`src/rtl/dma_prio_arb.sv`:
```
`timescale 1ns/1ps
module dma_prio_arb #(
  parameter int NSER = 4
) (
  input  logic            clk,
  input  logic            rst_n,
  input  logic [1:0]      cfg_lvl,
  input  logic [1:0]      cfg_prio,
  input  logic            cfg_irq_en,
  input  logic [1:0]      dma_req_i,
  input  logic [NSER-1:0] ser_req_i,
  input  logic            usb_req_i,
  input  logic [NSER+2:0] ack_i,
  output logic [NSER+2:0] grant_o,
  output logic            irq_o,
  output logic            prio_err_o
);
  localparam int NREQ = NSER + 3;
  localparam int USB  = NSER + 2;

  logic [NREQ-1:0] s1, s2, eff, win;
  logic [1:0]      dprev, pend, rise, clr, dv, dpick;
  logic [NSER-1:0] sv, spick;
  logic            busy, done;

  always_ff @(posedge clk or negedge rst_n)
    if (!rst_n) begin
      s1 <= '0;
      s2 <= '0;
      dprev <= '0;
    end else begin
      s1 <= {usb_req_i, ser_req_i, dma_req_i};
      s2 <= s1;
      dprev <= s2[1:0];
    end

  assign rise = s2[1:0] & ~dprev;
  assign clr  = grant_o[1:0] & ack_i[1:0];

  always_ff @(posedge clk or negedge rst_n)
    if (!rst_n) pend <= '0;
    else        pend <= ~cfg_lvl & ((pend & ~clr) | rise);

  assign dv  = (cfg_lvl & s2[1:0]) | (~cfg_lvl & pend);
  assign sv  = s2[NREQ-2:2];
  assign eff = {s2[USB], sv, dv};

  assign dpick = dv & (~dv + 2'd1);
  assign spick = sv & (~sv + {{(NSER-1){1'b0}}, 1'b1});

  always_comb begin
    win = '0;
    case (cfg_prio)
      2'b00: begin
        if (|dv)          win[1:0]      = dpick;
        else if (|sv)     win[NREQ-2:2] = spick;
        else              win[USB]      = s2[USB];
      end
      2'b01: begin
        if (|sv)          win[NREQ-2:2] = spick;
        else if (|dv)     win[1:0]      = dpick;
        else              win[USB]      = s2[USB];
      end
      default: begin
        if (|sv)          win[NREQ-2:2] = spick;
        else if (s2[USB]) win[USB]      = 1'b1;
        else              win[1:0]      = dpick;
      end
    endcase
  end

  assign busy = |grant_o;
  assign done = |(grant_o & ack_i);

  always_ff @(posedge clk or negedge rst_n)
    if (!rst_n) begin
      grant_o    <= '0;
      irq_o      <= 1'b0;
      prio_err_o <= 1'b0;
    end else begin
      if (done)       grant_o <= '0;
      else if (!busy) grant_o <= win;
      irq_o      <= cfg_irq_en & eff[0];
      prio_err_o <= &cfg_prio;
    end
endmodule


```
`config.mk`:
```
export PLATFORM = sky130hd
export DESIGN_NAME = dma_prio_arb
export DESIGN_NICKNAME = d
export VERILOG_FILES = /design/src/rtl/dma_prio_arb.sv
export SDC_FILE = /design/constraint.sdc
export NUM_CORES = 1
export LEC_CHECK = 0
export BUFFER_PORTS_ARGS = -buffer_cell sky130_fd_sc_hd__buf_2
export CAP_MARGIN = 10
export CELL_PAD_IN_SITES_DETAIL_PLACEMENT = 1
export CELL_PAD_IN_SITES_GLOBAL_PLACEMENT = 1
export CORE_MARGIN = 5
export CORE_UTILIZATION = 38
export CTS_CLUSTER_SIZE = 14
export DETAILED_ROUTE_END_ITERATION = 7
export PLACE_DENSITY = 0.82
export SYNTH_ARGS = -nofsm -noshare
export SYNTH_HDL_FRONTEND = slang
export SYNTH_SLANG_ARGS = --single-unit
```
`constraint.sdc`:
```
create_clock -name clk -period 2.58 [get_ports clk]
set_clock_uncertainty 0.15 [all_clocks]
set_input_delay 0.129 -clock clk [delete_from_list [all_inputs] [get_ports clk]]
set_output_delay 0.129 -clock clk [all_outputs]
set_load 0.02 [all_outputs]
```
==> reports/metrics.csv <==
metric,value,unit
Total GRT Usage,0.140,
final worst slack,591,ps
unrepaired setup endpoints after global routing,no,
Layout area overhead,35.2,%
total power divided by cell area,798,nW/µm²
ant diodes,0,
CTS Hold Buffers Added,14,
critical path type,reg2reg,
critical path startpoint category,register,
Min-Delay Path Class,in2reg,
crit path time final,1990,ps
post-route setup TNS,0,ps
Vias/cell,4.99,
footprint of the multi-input gates,268,µm²
Iteration-0 DRC Markers,37,
Post-DP HPWL,1580,µm
fill count,274,
Final Slew Violations,0,
synthesized area per cell,13.7,µm²
Clock Sinks,27,
number of setup buffers added after CTS,0,
status,"finished, final reports clean",
Placed Area,1130,µm²
Max Cap Violations,0,
Yosys reg bits,27,
initial core utilization,0.392,
post-synth top area share,0.702,
Synthesis Warnings,0,
H-tree levels,1,
number of nets with antenna violations after routing,0,
Cells after Synth,70,
Slew headroom,0.612,
most frequent cells in the layout,"buf_2, dfrtp_1, dlygate4sd3_1, nand2_1",
largest net degree at the start of global routing,28,
chip width,60.3,µm
Core Area,2450,µm²
root buffer cell,clkbuf_4,
Seq. cell area,676,µm²
final WL,2180,µm
crit path DAT,2100,ps
Synth Flop Type,dfrtp_1,
Die Y,60.3,µm
final instance area,1300,µm²
pre-CTS WS,625,ps
"Seq/Total Area, Yosys",0.702,
gpl congestion,0.717,
Synth area leaders,"dfrtp_1, or4_4, a21oi_1",
fin crit share,0.771,
DRC violations left,0,
Final setup viols,0,
Mapped Area,962,µm²
cts repair resizes,0,
DRT Pass-1 Iters,4,
IO Count,30,
syn_nets,91,
Leak,0.633,nW
"area leader, netlist",dfrtp_1,
final core occ,0.530,
Worst setup EP type,register,
CP Max Fanout,4,
final hold vios,0,
routed via count,728,
Post-synth EDFFs,0,
Worst-path clk slew,140,ps
most common library cell in the layout ignoring fill and taps,buf_2,
Worst Path Required,2700,ps
CTS buffer count,3,
worst slew pin tran,582,ps
remaining global-route overflow,0,
clock latency at the later pin of the worst-skew pair,310,ps
clock buffer depth,2,
Yosys cell types,24,
row cnt,18,
layout cells sized above 1,0.319,
f_max,503,MHz
die area,3640,µm²
Avg WL per Cell,14.9,µm
TritonCTS clock tree,built,
Async SR Flop Fraction,1.00,
Final Total Pwr,0.00104,W
initial antenna violation count,0,
port bufs,29,
nets,138,
first-pass GRT wire length,3780,µm
Max IR drop VDD,0.451,mV
via count of the first global-routing pass,806,
==> through the flow <==
step	hold slack, ps	cells
floorplan	-317	70
global placement	-2.53	128
detailed placement	12.6	128
CTS	20.4	146
global route	42.3	146
finish	29.0	146
==> path summary, 6_finish.rpt <==
kind,from,endpoint,slack [ps],depth (start not counted)
worst max-delay path,grant_o[3],grant_o[4],590,4
worst min-delay path,ack_i[0],pend[0],30,4
worst max register to register,grant_o[3],grant_o[4],590,4
max in group asynchronous,rst_n,prio_err_o,1710,2
min in group asynchronous,rst_n,pend[0],180,2
worst min register to register,s1[0],s2[0],220,0
==> layer usage <==
| metal | vias to the layer above | global-route usage | wire length (µm) |
|---|---|---|---|
| li1 | 342 | - | - |
| met3 | 4 | 0.0194 | 135 |
| met4 | 0 | 0.0475 | 28 |
| met2 | 24 | 0.250 | 1130 |
| met5 | - | 0 | 0 |
| met1 | 358 | 0.172 | 889 |
==> area by class of cell <==
class,count,share of cell area
clock buffers,3,0.0173
clock inverters,1,0.00385
inverters,2,0.00577
multi-input cells,40,0.206
flip-flops and latches,27,0.519
well taps,30,0.0288
repair buffers,43,0.219
==> worst max-delay path, cell delays in order, from the launching register on <==
cell,delay [ps]
dfrtp_1,430
or4_4,540
or4_4,460
nor2_2,160
a32o_1,190
==> flip-flops by register name, indices dropped and copies added, names as in the netlist <==
register    cells
grant_o         7
s2              7
prio_err_o      1
dprev           2
s1              7
pend            2
irq_o           1
==> synthesized netlist by cell type, types with 2 or more instances <==
cell type,n
a21oi_1,4
a22oi_1,2
a32o_1,2
dfrtp_1,27
inv_1,2
mux2i_1,2
nand2_1,5
nand3b_1,2
nor2_1,4
nor2b_1,3
o21ai_0,3
or4_4,2
==> report_power, final <==
group          switching [W]  leakage (nW)  internal (W)
Sequential         0.0000543         0.333      0.000475
Clock               0.000117        0.0177     0.0000579
Combinational       0.000184         0.282      0.000150
==> cells by family after synthesis <==
group | share of synthesized area
multiplexers | 0.0208
buffers and inverters | 0.0195
flip-flops | 0.702
AO/OA/AOI/OAI | 0.125
AND/OR/NAND/NOR | 0.133
No activity file was read; power rests on OpenSTA's default activity.
